## src/rtl/unlock_pkg.sv

```systemverilog
package unlock_pkg;
    localparam int BYTE_W  = 8;
    localparam int KEY_LEN = 8;
    localparam int KEY_W   = BYTE_W * KEY_LEN;
    localparam int CNT_W   = $clog2(KEY_LEN + 1);
    localparam int IDX_W   = $clog2(KEY_LEN);

    typedef struct packed {
        logic [CNT_W-1:0] cnt;
        logic             err;
        logic             unlocked;
        logic             brk;
    } coll_state_t;
endpackage

```

## src/rtl/key_collector.sv

```systemverilog
module key_collector
    import unlock_pkg::*;
(
    input  logic              clk,
    input  logic              por_n,
    input  logic              accept_en,
    input  logic              rx_valid,
    input  logic [BYTE_W-1:0] rx_data,
    input  logic [KEY_W-1:0]  key_bytes,
    output logic              key_done,
    output logic              brk,
    output logic              unlocked
);
    localparam logic [CNT_W-1:0] LAST_IDX = CNT_W'(KEY_LEN - 1);
    localparam logic [CNT_W-1:0] DONE_CNT = CNT_W'(KEY_LEN);

    coll_state_t       s_d, s_q;
    logic [BYTE_W-1:0] key_arr [KEY_LEN];
    logic [BYTE_W-1:0] expect_byte;
    logic              mismatch;

    for (genvar g = 0; g < KEY_LEN; g++) begin : g_key
        assign key_arr[g] = key_bytes[g*BYTE_W +: BYTE_W];
    end

    assign key_done    = (s_q.cnt == DONE_CNT);
    assign expect_byte = key_arr[s_q.cnt[IDX_W-1:0]];
    assign mismatch    = (rx_data != expect_byte);

    always_comb begin
        s_d     = s_q;
        s_d.brk = 1'b0;
        if (accept_en && rx_valid && !key_done) begin
            s_d.err = s_q.err | mismatch;
            s_d.cnt = s_q.cnt + 1'b1;
            if (s_q.cnt == LAST_IDX) begin
                s_d.brk      = 1'b1;
                s_d.unlocked = !(s_q.err | mismatch);
            end
        end
    end

    always_ff @(posedge clk or negedge por_n) begin
        if (!por_n) s_q <= '0;
        else        s_q <= s_d;
    end

    assign brk      = s_q.brk;
    assign unlocked = s_q.unlocked;


    brk_pulse_chk: assert property (@(posedge clk) disable iff (!por_n)
        s_q.brk |=> !s_q.brk);

    unlock_sticky_chk: assert property (@(posedge clk) disable iff (!por_n)
        s_q.unlocked |=> s_q.unlocked);

    unlock_at_brk_chk: assert property (@(posedge clk) disable iff (!por_n)
        $rose(s_q.unlocked) |-> s_q.brk);

    brk_after_all_chk: assert property (@(posedge clk) disable iff (!por_n)
        s_q.brk |-> key_done);
endmodule

```

## src/rtl/access_gate.sv

```systemverilog
module access_gate #(
    parameter int                ADDR_W      = 16,
    parameter int                DATA_W      = 8,
    parameter logic [ADDR_W-1:0] PROT_LO     = 16'h8000,
    parameter logic [ADDR_W-1:0] PROT_HI     = 16'hFFFD,
    parameter logic [DATA_W-1:0] INVALID_VAL = '0
) (
    input  logic              unlocked,
    input  logic              bus_en,
    input  logic              bus_fetch,
    input  logic [ADDR_W-1:0] bus_addr,
    input  logic [DATA_W-1:0] mem_rdata,
    output logic [DATA_W-1:0] cpu_rdata,
    output logic              fetch_rst_req
);
    logic in_prot;
    logic blocked;

    always_comb begin
        in_prot       = (bus_addr >= PROT_LO) && (bus_addr <= PROT_HI);
        blocked       = in_prot && !unlocked;
        cpu_rdata     = blocked ? INVALID_VAL : mem_rdata;
        fetch_rst_req = blocked && bus_en && bus_fetch;
    end
endmodule

```

## src/rtl/sec_unlock_ctrl.sv

```systemverilog
module sec_unlock_ctrl
    import unlock_pkg::*;
#(
    parameter int                ADDR_W      = 16,
    parameter logic [ADDR_W-1:0] PROT_LO     = 16'h8000,
    parameter logic [ADDR_W-1:0] PROT_HI     = 16'hFFFD,
    parameter logic [BYTE_W-1:0] INVALID_VAL = 8'h00
) (
    input  logic              clk,
    input  logic              por_n,
    input  logic              rst_n,
    input  logic              rx_valid,
    input  logic [BYTE_W-1:0] rx_data,
    input  logic [KEY_W-1:0]  key_bytes,
    input  logic              bus_en,
    input  logic              bus_fetch,
    input  logic [ADDR_W-1:0] bus_addr,
    input  logic [BYTE_W-1:0] mem_rdata,
    output logic [BYTE_W-1:0] cpu_rdata,
    output logic              fetch_rst_req,
    output logic              brk_req,
    output logic              cmd_en,
    output logic              cmd_valid,
    output logic [BYTE_W-1:0] cmd_data,
    output logic              unlocked
);
    logic sys_n;
    logic key_done;
    logic cmd_en_d, cmd_en_q;

    assign sys_n = por_n & rst_n;

    key_collector u_coll (
        .clk       (clk),
        .por_n     (por_n),
        .accept_en (rst_n),
        .rx_valid  (rx_valid),
        .rx_data   (rx_data),
        .key_bytes (key_bytes),
        .key_done  (key_done),
        .brk       (brk_req),
        .unlocked  (unlocked)
    );

    access_gate #(
        .ADDR_W      (ADDR_W),
        .DATA_W      (BYTE_W),
        .PROT_LO     (PROT_LO),
        .PROT_HI     (PROT_HI),
        .INVALID_VAL (INVALID_VAL)
    ) u_gate (
        .unlocked      (unlocked),
        .bus_en        (bus_en),
        .bus_fetch     (bus_fetch),
        .bus_addr      (bus_addr),
        .mem_rdata     (mem_rdata),
        .cpu_rdata     (cpu_rdata),
        .fetch_rst_req (fetch_rst_req)
    );

    always_comb begin
        cmd_en_d = key_done;
    end

    always_ff @(posedge clk or negedge sys_n) begin
        if (!sys_n) cmd_en_q <= 1'b0;
        else        cmd_en_q <= cmd_en_d;
    end

    assign cmd_en    = cmd_en_q;
    assign cmd_valid = rx_valid && cmd_en_q;
    assign cmd_data  = rx_data;


    fetch_lock_chk: assert property (@(posedge clk) disable iff (!sys_n)
        fetch_rst_req |-> !unlocked);

    cmd_after_brk_chk: assert property (@(posedge clk) disable iff (!sys_n)
        brk_req |-> !cmd_en_q);

    cmd_src_chk: assert property (@(posedge clk) disable iff (!sys_n)
        $rose(cmd_en_q) |-> key_done);
endmodule

```

## config.mk

```make
export PLATFORM = sky130hd
export DESIGN_NAME = sec_unlock_ctrl
export DESIGN_NICKNAME = d
export VERILOG_FILES = /design/src/rtl/unlock_pkg.sv /design/src/rtl/key_collector.sv /design/src/rtl/access_gate.sv /design/src/rtl/sec_unlock_ctrl.sv
export SDC_FILE = /design/constraint.sdc
export NUM_CORES = 1
export LEC_CHECK = 0
export BUFFER_PORTS_ARGS = -buffer_cell sky130_fd_sc_hd__clkbuf_2
export CORE_ASPECT_RATIO = 1.5
export CORE_UTILIZATION = 37
export DETAILED_ROUTE_END_ITERATION = 10
export PLACE_DENSITY = 0.89
export SLEW_MARGIN = 5
export SYNTH_ARGS = -nofsm -noshare
export SYNTH_HDL_FRONTEND = slang
export SYNTH_SLANG_ARGS = --single-unit
export TNS_END_PERCENT = 100
```

## constraint.sdc

```tcl
create_clock -name clk -period 3.65 [get_ports clk]
set_input_delay 0.5475 -clock clk [delete_from_list [all_inputs] [get_ports clk]]
set_output_delay 0.5475 -clock clk [all_outputs]
set_load 0.005 [all_outputs]
```

* Word-level counts from Yosys, hierarchy flattened *
Cells that the tools add are included.

storage, ports and cells
  bits in registers = 8
  output and inout port bits = 21

operators by class
  add/subtract/negate cells = 1
  $lt $le $gt $ge = 3
  equality and inequality tests = 3
  multiplexer cells = 6
  bitwise logic cells = 3
  reductions and logical operators = 11

operators with widths
  cell                  number
  $bmux 8 s3            1
  $mux 8                3
  $ge 16x16->1 const B  1
  $le 16x16->1 const B  1
  $ne 8x8->1            1
  $logic_and 1x1->1     7
  $add 4x1->4 const B   1
  $eq 4x3->1 const B    1
  $eq 4x4->1 const B    1
  $ge 4x4->1 const B    1
  $not 3->4             1
  $logic_not 1->1       3
  $mux 1                2
  $reduce_and 2->1      1
  $and 1x1->1           1
  $or 1x1->1            1

* Logic depth before layout (Yosys ltp) *
Gate-level depths: netlist of run 1.

  depth after elaboration = 7
  mapped depth = 10

* Modules after synthesis *
Synthesis of run 1 repeated with hierarchy kept, for this count alone.

second synthesis, totals
  cells, all modules = 113
  area, all modules = 1148.6 um^2

by module, submodules not included
  module           times used  cells an instance  area each (um^2)  sequential area each (um^2)
  key_collector    1           86                 915.9             175.2
  access_gate      1           16                 135.1             0.0
  sec_unlock_ctrl  1           11                 97.6              25.0

* Least setup slack after synthesis of run 1 *
Ideal clock, no wire load.

  kind = register -> register
  from = register u_coll.s_q[5] in the netlist's numbering
  to = register u_coll.s_q[2] in the netlist's numbering
  library setup time = 0.118 ns
  data arrival time = 2.180 ns
  data required time = 3.532 ns
  slack = 1.352 ns
  cell stages (with the launch flop) = 8
  period minus slack after synthesis = 2.298 ns
  cell sequence = dfrtp_1 -> buf_1 -> mux4_2 -> mux2i_1 -> xor2_1 -> o221ai_1 -> or4_4 -> a21o_1

between the ends
  word-level cells in the longest chain between the ends = 6

RTL lines
  what                                       RTL line             source
  from (decl)                                key_collector.sv:17  coll_state_t s_d, s_q;
  from (signal assigned)                     key_collector.sv:44  if (!por_n) s_q <= '0;
  from (signal assigned)                     key_collector.sv:45  else s_q <= s_d;
  $not 3->4 (not written as such)            key_collector.sv:27  assign expect_byte = key_arr[s_q.cnt[IDX_W-1:0]];
  $bmux 8 s3                                 key_collector.sv:27
  $mux 8 (not written as such) (2 in a row)  key_collector.sv:27
  $ne 8x8->1                                 key_collector.sv:28  assign mismatch = (rx_data != expect_byte);
  $or 1x1->1                                 key_collector.sv:34  s_d.err = s_q.err | mismatch;

Several ways; a longest one is shown, not always the timed one. The select of a mux whose other input is x is not followed.
A chain may end at the register's enable or synchronous reset.

* Worst setup path in the final report of run 1 *
  from = register u_coll.s_q[3] in the netlist's numbering
  to = register u_coll.s_q[2] in the netlist's numbering

Same word-level chain as after synthesis.

==> flow_summary.yaml, run 1 <==
clocking:
  cts_tree: "yes"
  clkSinkCount: 8
  clk_latency_ps: 230
  cts.clk_slew.worst_paths_ps: 40
  post_cts_buffers: 0
  cts_hold_buf: 0
  htree_levels: 1
  cts_root_buffer: "clkbuf_8"
  numCtsBuffers: 3
  cts_resized: 0
  cts_buffer_depth: 2
grt:
  antenna_found_initial: 0
  grt.overflow.total: 0
  grt_start_max_net_pins: 17
  grt_pass1_vias: 1188
  grt_pass1_wl_um: 4860
  track_usage_pct: 21.9
sta:
  drv_slew: 0
  final.setup.tns_ps: 0
  grt_setup_unrepaired: "false"
  post-route-min-period_ps: 2610
  timing.slew.headroom_pct: 39.5
  fin_ws_ps: 1040
  worst_slew_pin_slew_ps: 906
  hold_viol_final: 0
  setup_viol: 0
  clock_skew_ps: 1.61
  post-route-period-util_pct: 71.5
  fmax_mhz: 383
routing:
  drt_iter0_markers: 28
  vias_per_cell: 5.08
  num_vias: 1331
  antenna_left: 0
  routedWlPerCell_um: 14.3
  first_pass_iters: 4
  drcViolationCount: 0
  wl_um: 3750
yosys:
  ys_seq_area_share_pct: 18.2
  synth.area.mux_share_pct: 34.6
  synth.top_cell.area_share_pct: 18.2
  synth_cell_type_count: 28
  synth_fa_ha_area_share_pct: 2.28
  synth_seq_cells: 8
  syn_avg_cell_area_um2: 9.81
  synth_compound_area_share_pct: 11.2
  syn_inst: 112
  yosysTopAreaCell: "dfrtp_1"
  synth_warnings: 0
  synthesis.nets: 216
  synth-simple-area-share_pct: 18.6
  yosys.area_share.xor_xnor_pct: 5.58
  ys_top_cells_by_area: "dfrtp_1, mux2i_1, mux4_2, buf_4, nor2b_1"
  syn_area_um2: 1100
  synth_top_family_by_area: "multiplexers"
finish:
  synthToLayoutAreaGrowth_pct: 55.2
  drive_gt1_share_pct: 60.0
  layout_commonest_cell: "clkbuf_2"
  final_nets: 331
  diodes: 0
  fin_area_um2: 1710
  finalCoreUtilization_pct: 62.4
  layout_common_cells: "clkbuf_2, mux2i_1, nor2b_1"
die:
  fp.coreArea_um2: 2730
  initial_core_util_pct: 40.2
  num_io_pins: 123
  die_w_um: 46.5
  fp.dieArea_um2: 3200
  chipHeight_um: 68.7
  rows: 23
job:
  cap_viol_max_count: 0
setup_path:
  crit_path_end_kind: "flop"
  worstPathArrival_ps: 2730
  timing.critical_path.fanout_max: 12
  crit_type: "flop to flop"
  start_kind: "flop"
  required_ps: 3770
hold_path:
  hold_path.class: "input pin to async pin"
place:
  portBuffers: 121
  placed_area_um2: 1660
  place_congestion: 0.723
  dp_slack_ps: 997
pwr:
  peakVddDrop_mv: 0.283
  p_per_area_nw_per_um2: 491
  power_mw: 0.837
  leakagePower_nw: 0.963
run_status:
  status: "complete, no violations"
-- logic make-up (layout without fill, tap and decap cells) --
family,after synthesis,count (layout)
AOI/OAI and AO/OA,17,17
and+or+nand+nor,35,35
DFF,8,8
buffers and inverters,15,128
adders and majority gates,2,2
xor gates and xnor gates,7,7
muxes,28,28
-- Yosys cell counts (all sizes together) --
| master | instances |
|---|---|
| a21o | 1 |
| a21oi | 4 |
| a22oi | 8 |
| and2 | 3 |
| and3 | 5 |
| buf | 12 |
| clkinv | 1 |
| dfrtp | 8 |
| ha | 2 |
| inv | 2 |
| mux2i | 20 |
| mux4 | 8 |
| nand2 | 6 |
| nand3 | 1 |
| nand4 | 3 |
| nand4b | 1 |
| nor2 | 3 |
| nor2b | 10 |
| nor3b | 1 |
| nor4 | 1 |
| o21ai | 1 |
| o221ai | 2 |
| o31ai | 1 |
| or4 | 1 |
| xnor2 | 5 |
| xor2 | 2 |
-- worst max-delay path: stages (launching register included) --
cell      delay, ps
dfrtp_1         700
mux4_2          570
mux2i_1         220
xor2_1          200
o221ai_1        150
or4_4           450
a21o_1          190
-- area by class of cell --
type	count	area, µm²
Inverter	3	11.3
Tap cell	37	46.3
Multi-Input combinational cell	89	793
Timing Repair Buffer	122	613
Fill cell	249	1030
Sequential cell	8	200
Clock buffer	3	41.3
-- final timing paths --
kind	start	end	slack, ps	cells past startpoint
min	por_n	u_coll.s_q[4]$_DFFE_PN0P_	150	1
min reg2reg	u_coll.s_q[2]$_DFFE_PN0P_	u_coll.unlocked$_DFFE_PN0P_	460	1
max in group asynchronous	por_n	cmd_en$_DFF_PN0_	3200	2
min in group clk	u_coll.s_q[2]$_DFFE_PN0P_	u_coll.unlocked$_DFFE_PN0P_	460	1
max reg2reg	u_coll.s_q[3]$_DFFE_PN0P_	u_coll.s_q[2]$_DFFE_PN0P_	1040	6
max	u_coll.s_q[3]$_DFFE_PN0P_	u_coll.s_q[2]$_DFFE_PN0P_	1040	6
-- layer usage --
| metal | GRT usage, % | up-vias | wire length [µm] |
|---|---|---|---|
| met4 | 11.0 | 0 | 74 |
| li1 | - | 644 | - |
| met5 | 0 | - | 0 |
| met2 | 42.0 | 85 | 2170 |
| met3 | 3.65 | 9 | 295 |
| met1 | 21.2 | 593 | 1210 |
-- flip-flops by register name, indices dropped and copies added, names as in the netlist --
name	flops
u_coll.s_q	5
cmd_en	1
u_coll.brk	1
u_coll.unlocked	1
-- metrics by stage --
step	hold slack [ps]	std cells
6_report	154	262
5_1_grt	157	262
4_1_cts	159	262
3_5_place_dp	402	259
3_3_place_gp	399	259
2_1_floorplan	252	112
-- where the power goes --
group / total, mW / internal (mW) / switching, mW / leakage, nW
registers: 0.185 / 0.114 / 0.0710 / 0.0983
clock network: 0.106 / 0.0714 / 0.0350 / 0.0216
logic: 0.546 / 0.308 / 0.238 / 0.843
Note: power is estimated with default switching activity, not from simulation.
==> run 2: changes to the inputs <==
--- a/config.mk
+++ b/config.mk
@@ -7,9 +7,9 @@
 export LEC_CHECK = 0
 export BUFFER_PORTS_ARGS = -buffer_cell sky130_fd_sc_hd__clkbuf_2
 export CORE_ASPECT_RATIO = 1.5
-export CORE_UTILIZATION = 37
+export CORE_UTILIZATION = 31
 export DETAILED_ROUTE_END_ITERATION = 10
-export PLACE_DENSITY = 0.89
+export PLACE_DENSITY = 0.79
 export SLEW_MARGIN = 5
 export SYNTH_ARGS = -nofsm -noshare
 export SYNTH_HDL_FRONTEND = slang
==> constraint.sdc (replaced) <==
create_clock -name clk -period 2.3 [get_ports clk]
set_input_delay 0.345 -clock clk [delete_from_list [all_inputs] [get_ports clk]]
set_output_delay 0.345 -clock clk [all_outputs]
set_load 0.005 [all_outputs]
==> run 2 against run 1 <==
Hold slack better by 320 ps. Die area up 19%. Sequential power increased by 38%. Clock power is 58% higher. Via count increased by 5.3%. Design area grew 6.1%. Wire length fell by 6.8%. Critical path type unchanged. Largest power group unchanged.
==> flow_summary.yaml, run 2 (synthesis results as in run 1) <==
routing:
  routedWlPerCell_um: 12.6
  vias_per_cell: 5.06
  wl_um: 3490
  drcViolationCount: 0
  drt_iter0_markers: 14
  antenna_left: 0
  first_pass_iters: 4
  num_vias: 1402
grt:
  grt.overflow.total: 0
  antenna_found_initial: 0
  grt_pass1_wl_um: 4810
  track_usage_pct: 17.2
  grt_pass1_vias: 1191
  grt_start_max_net_pins: 17
pwr:
  switchingPower_mw: 0.565
  seqPwrFrac_pct: 17.5
  power.clock.fraction_pct: 11.5
  leakagePower_nw: 1.01
  peakVddDrop_mv: 0.667
  p_int_mw: 0.897
  p_per_area_nw_per_um2: 808
  swShare_pct: 38.6
  power_mw: 1.46
  p_comb_share_pct: 71.0
sta:
  post-route-period-util_pct: 99.0
  final.setup.tns_ps: 0
  fin_ws_ps: 21.9
  clock_skew_ps: 2.44
  grt_setup_unrepaired: "true"
  hold_viol_final: 0
  timing.slew.headroom_pct: 41.5
  worst_slew_pin_slew_ps: 876
  drv_slew: 0
  fmax_mhz: 439
  setup_viol: 0
  post-route-min-period_ps: 2280
die:
  chipHeight_um: 74.9
  rows: 26
  num_io_pins: 123
  initial_core_util_pct: 32.5
  die_w_um: 50.6
  fp.dieArea_um2: 3790
  fp.coreArea_um2: 3380
setup_path:
  crit_path_end_kind: "flop"
  crit_end: "u_coll.s_q[2]$_DFFE_PN0P_"
  required_ps: 2420
  ff2ff_path_depth: 7
  crit_start: "u_coll.s_q[3]$_DFFE_PN0P_"
  timing.critical_path.fanout_max: 5
  cp_slowest_cell: "mux4_2"
  worstPathArrival_ps: 2400
  crit_chain: "buf_12 -> mux4_2 -> mux2i_2 -> xor2_1 -> o221ai_1 -> or4_4 -> a21o_1"
  path_buf_inv: 1
  reg2reg_to: "u_coll.s_q[2]$_DFFE_PN0P_"
  crit_type: "flop to flop"
  r2r_slack_ps: 20
  path_delay_family: "multiplexers"
  start_kind: "flop"
  timing.rr.start: "u_coll.s_q[3]$_DFFE_PN0P_"
  max_stage_delay_ps: 490
  cp_num_cells: 7
clocking:
  cts_tree: "yes"
  clk_latency_ps: 230
  htree_levels: 1
  cts_buffer_depth: 2
  cts.clk_slew.worst_paths_ps: 40
  numCtsBuffers: 3
  cts_root_buffer: "clkbuf_8"
  clkSinkCount: 8
hold_path:
  whs_path_depth: 1
  hold_path.class: "flop to flop"
place:
  portBuffers: 121
  dp_slack_ps: -81.6
  hpwl_um: 3130
  place_congestion: 0.831
job:
  cap_viol_max_count: 0
run_status:
  status: "complete, no violations"
finish:
  layout_commonest_cell: "clkbuf_2"
  largest_register: "u_coll.s_q"
  synthToLayoutAreaGrowth_pct: 64.7
  drive_gt1_share_pct: 61.7
  largest_reg_flops: 5
  diodes: 0
  layout_common_cells: "clkbuf_2, mux2i_1, nor2b_1"
  final_nets: 341
-- run 2: cell count changes in the layout (fill, tap and decap cells not counted), sizes merged --
| cell | change |
|---|---|
| buf | +8 |
| dlygate4sd3 | +2 |
-- run 2: how the worst min path moves through the flow --
| stage | startpoint | to | slack [ps] |
|---|---|---|---|
| 2_1_floorplan | por_n | u_coll.brk$_DFF_PN0_ | 50 |
| 3_3_place_gp | por_n | u_coll.unlocked$_DFFE_PN0P_ | 190 |
| 3_5_place_dp | por_n | u_coll.brk$_DFF_PN0_ | 190 |
| 4_1_cts | u_coll.s_q[2]$_DFFE_PN0P_ | u_coll.unlocked$_DFFE_PN0P_ | 470 |
| 5_1_grt | u_coll.s_q[2]$_DFFE_PN0P_ | u_coll.unlocked$_DFFE_PN0P_ | 490 |
| 6_report | u_coll.s_q[2]$_DFFE_PN0P_ | u_coll.unlocked$_DFFE_PN0P_ | 470 |
-- run 2: what timing repair did --
action	4_1_cts	5_1_grt
setup buffers	1	0
cloned	0	0
hold buffers	2	0
hold endpoints to repair	8	0
gates resized for setup	1	1
pin swaps	1	2
setup endpoints to repair	2	2
-- run 2: layer usage --
layer  vias up  routed length [µm]  global-route usage (%)
li1        663                   -                       -
met1       643                1150                    17.2
met2        89                1920                    33.9
met3         7                 358                    3.43
met4         0                  62                    7.10
met5         -                   0                       0
-- run 2: power groups by stage --
stage	sequential, mW	combinational (mW)	clock [mW]
after CTS	0.256	1.03	0.173
after floorplan	0.218	0.763	0
final	0.255	1.04	0.168
after detailed placement	0.255	1.01	0
after global placement	0.253	0.982	0
after global routing	0.269	1.13	0.178
-- run 2: area by class of cell --
cell class / count / area, µm²
well taps: 42 / 52.6
inverters: 3 / 11.3
flip-flops and latches: 8 / 201
multi-input cells: 89 / 797
fillers: 335 / 1570
repair buffers: 132 / 706
clock buffers: 3 / 41.3
-- run 2: stage by stage --
step	area, µm²	hold slack (ps)	cells	utilization (%)
finish	1810	472	277	53.5
global route	1810	488	277	53.5
CTS	1810	471	277	53.4
detailed placement	1740	193	271	51.3
global placement	1740	194	271	51.3
floorplan	1100	49.4	112	-
==> run 3: changes to the inputs <==
--- a/config.mk
+++ b/config.mk
@@ -9,8 +9,9 @@
 export CORE_ASPECT_RATIO = 1.5
 export CORE_UTILIZATION = 31
 export DETAILED_ROUTE_END_ITERATION = 10
+export GPL_ROUTABILITY_DRIVEN = 0
 export PLACE_DENSITY = 0.79
-export SLEW_MARGIN = 5
+export SLEW_MARGIN = 10
 export SYNTH_ARGS = -nofsm -noshare
 export SYNTH_HDL_FRONTEND = slang
 export SYNTH_SLANG_ARGS = --single-unit
==> constraint.sdc (replaced) <==
create_clock -name clk -period 2.3 [get_ports clk]
set_input_delay 0.46 -clock clk [delete_from_list [all_inputs] [get_ports clk]]
set_output_delay 0.46 -clock clk [all_outputs]
set_load 0.005 [all_outputs]
==> run 3 against run 2 <==
The run now ends with setup timing left. Largest cell class unchanged. Sequential power grew 3%. Sequential share of layout area increased by 0.10 points. Clock power hardly changed. Register-to-register slack got worse by 30 ps. Final cell count is 1.4% lower. First-iteration DRC count grew 64%. Combinational power is essentially flat. Fmax decreased by 1.4%. Power fell by 0.43%.
==> flow_summary.yaml, run 3 (synthesis results as in run 1) <==
finish:
  largest_reg_flops: 5
  drive_gt1_share_pct: 62.3
  synthToLayoutAreaGrowth_pct: 63.2
  final.fill_count: 339
  diodes: 0
  layout_common_cells: "clkbuf_2, mux2i_1, nor2b_1"
  layout_commonest_cell: "clkbuf_2"
  largest_register: "u_coll.s_q"
  final_nets: 337
  finalCoreUtilization_pct: 53.0
grt:
  track_usage_pct: 17.7
  antenna_found_initial: 0
  grt.overflow.total: 0
  grt_pass1_vias: 1264
  grt_start_max_net_pins: 17
  grt_pass1_wl_um: 4950
setup_path:
  worstPathArrival_ps: 2430
  crit_chain: "mux4_2 -> mux2i_2 -> xor2_1 -> o221ai_2 -> or4_4 -> a21o_1"
  path_buf_inv: 0
  required_ps: 2420
  path_delay_family: "multiplexers"
  crit_path_end_kind: "flop"
  timing.critical_path.fanout_max: 5
  max_stage_delay_ps: 540
  crit_type: "flop to flop"
  cp_slowest_cell: "mux4_2"
  start_kind: "flop"
sta:
  post-route-min-period_ps: 2310
  drv_slew: 0
  worst_slew_pin_slew_ps: 843
  timing.slew.headroom_pct: 43.7
  hold_viol_final: 0
  clock_skew_ps: 0.487
  setup_viol: 1
  fmax_mhz: 433
  fin_ws_ps: -9.85
  post-route-period-util_pct: 100
  grt_setup_unrepaired: "true"
job:
  cap_viol_max_count: 0
pwr:
  peakVddDrop_mv: 0.594
  leakagePower_nw: 0.995
  p_per_area_nw_per_um2: 811
die:
  initial_core_util_pct: 32.5
  die_w_um: 50.6
  num_io_pins: 123
  chipHeight_um: 74.9
  fp.dieArea_um2: 3790
  rows: 26
  fp.coreArea_um2: 3380
clocking:
  cts_root_buffer: "clkbuf_8"
  cts.clk_slew.worst_paths_ps: 40
  clk_latency_ps: 230
  clkSinkCount: 8
  cts_tree: "yes"
  htree_levels: 1
  numCtsBuffers: 3
  cts_hold_buf: 0
  cts_buffer_depth: 2
hold_path:
  hold_path.class: "input pin to async pin"
run_status:
  violations: "setup timing"
  status: "complete, but fails checks"
routing:
  wl_um: 3460
  antenna_left: 0
  drcViolationCount: 0
  drt_iter0_markers: 23
  first_pass_iters: 4
  vias_per_cell: 5.10
  num_vias: 1392
  routedWlPerCell_um: 12.7
place:
  portBuffers: 121
  hpwl_um: 3150
  dp_slack_ps: -82.9
-- run 3: stage by stage --
step | cell area [µm²] | hold slack (ps) | std cells | TNS, ps | total power [mW]
final | 1790 | 69.6 | 273 | -9.85 | 1.45
after global routing | 1790 | 76.0 | 273 | -159 | 1.57
after CTS | 1770 | 73.3 | 273 | -1.70 | 1.44
after detailed placement | 1730 | 313 | 270 | -148 | 1.26
after global placement | 1730 | 309 | 270 | -28.0 | 1.23
after floorplan | 1100 | 164 | 112 | 0 | 0.981
-- run 3: area by class of cell --
class / count / area [µm²] / area share [%]
sequential: 8 / 201 / 11.2
clock buffer: 3 / 41.3 / 2.30
inverter: 3 / 11.3 / 0.628
multi-input combinational: 89 / 812 / 45.3
timing repair buffer: 128 / 674 / 37.6
tap: 42 / 52.6 / 2.93
-- run 3: worst paths after layout --
kind	startpoint	to	slack [ps]	cells after the start
worst max-delay path	u_coll.s_q[3]$_DFFE_PN0P_	u_coll.s_q[2]$_DFFE_PN0P_	-10	6
worst max register to register	u_coll.s_q[3]$_DFFE_PN0P_	u_coll.s_q[2]$_DFFE_PN0P_	-10	6
max in group asynchronous	por_n	cmd_en$_DFF_PN0_	1930	2
min in group clk	u_coll.s_q[2]$_DFFE_PN0P_	u_coll.unlocked$_DFFE_PN0P_	500	1
worst min register to register	u_coll.s_q[2]$_DFFE_PN0P_	u_coll.unlocked$_DFFE_PN0P_	500	1
worst min-delay path	por_n	u_coll.s_q[2]$_DFFE_PN0P_	70	1
-- run 3: repair_timing --
item,4_1_cts,5_1_grt
gates resized for setup,1,4
pin swaps,3,1
endpoints found under the setup margin,2,2
buffers inserted,0,0
-- run 3: layer usage --
layer | vias to the layer above | part of all wire, % | GRT usage, %
li1 | 658 | - | -
met3 | 9 | 10 | 3.03
met5 | - | 0 | 0
met1 | 632 | 33 | 17.3
met2 | 93 | 53 | 35.0
met4 | 0 | 3.3 | 8.95
-- run 3: where the power goes --
group          switching, mW  total [mW]  internal, mW
clock network         0.0530       0.166         0.113
registers             0.0787       0.263         0.184
logic                  0.441        1.03         0.585
total                  0.573        1.45         0.882
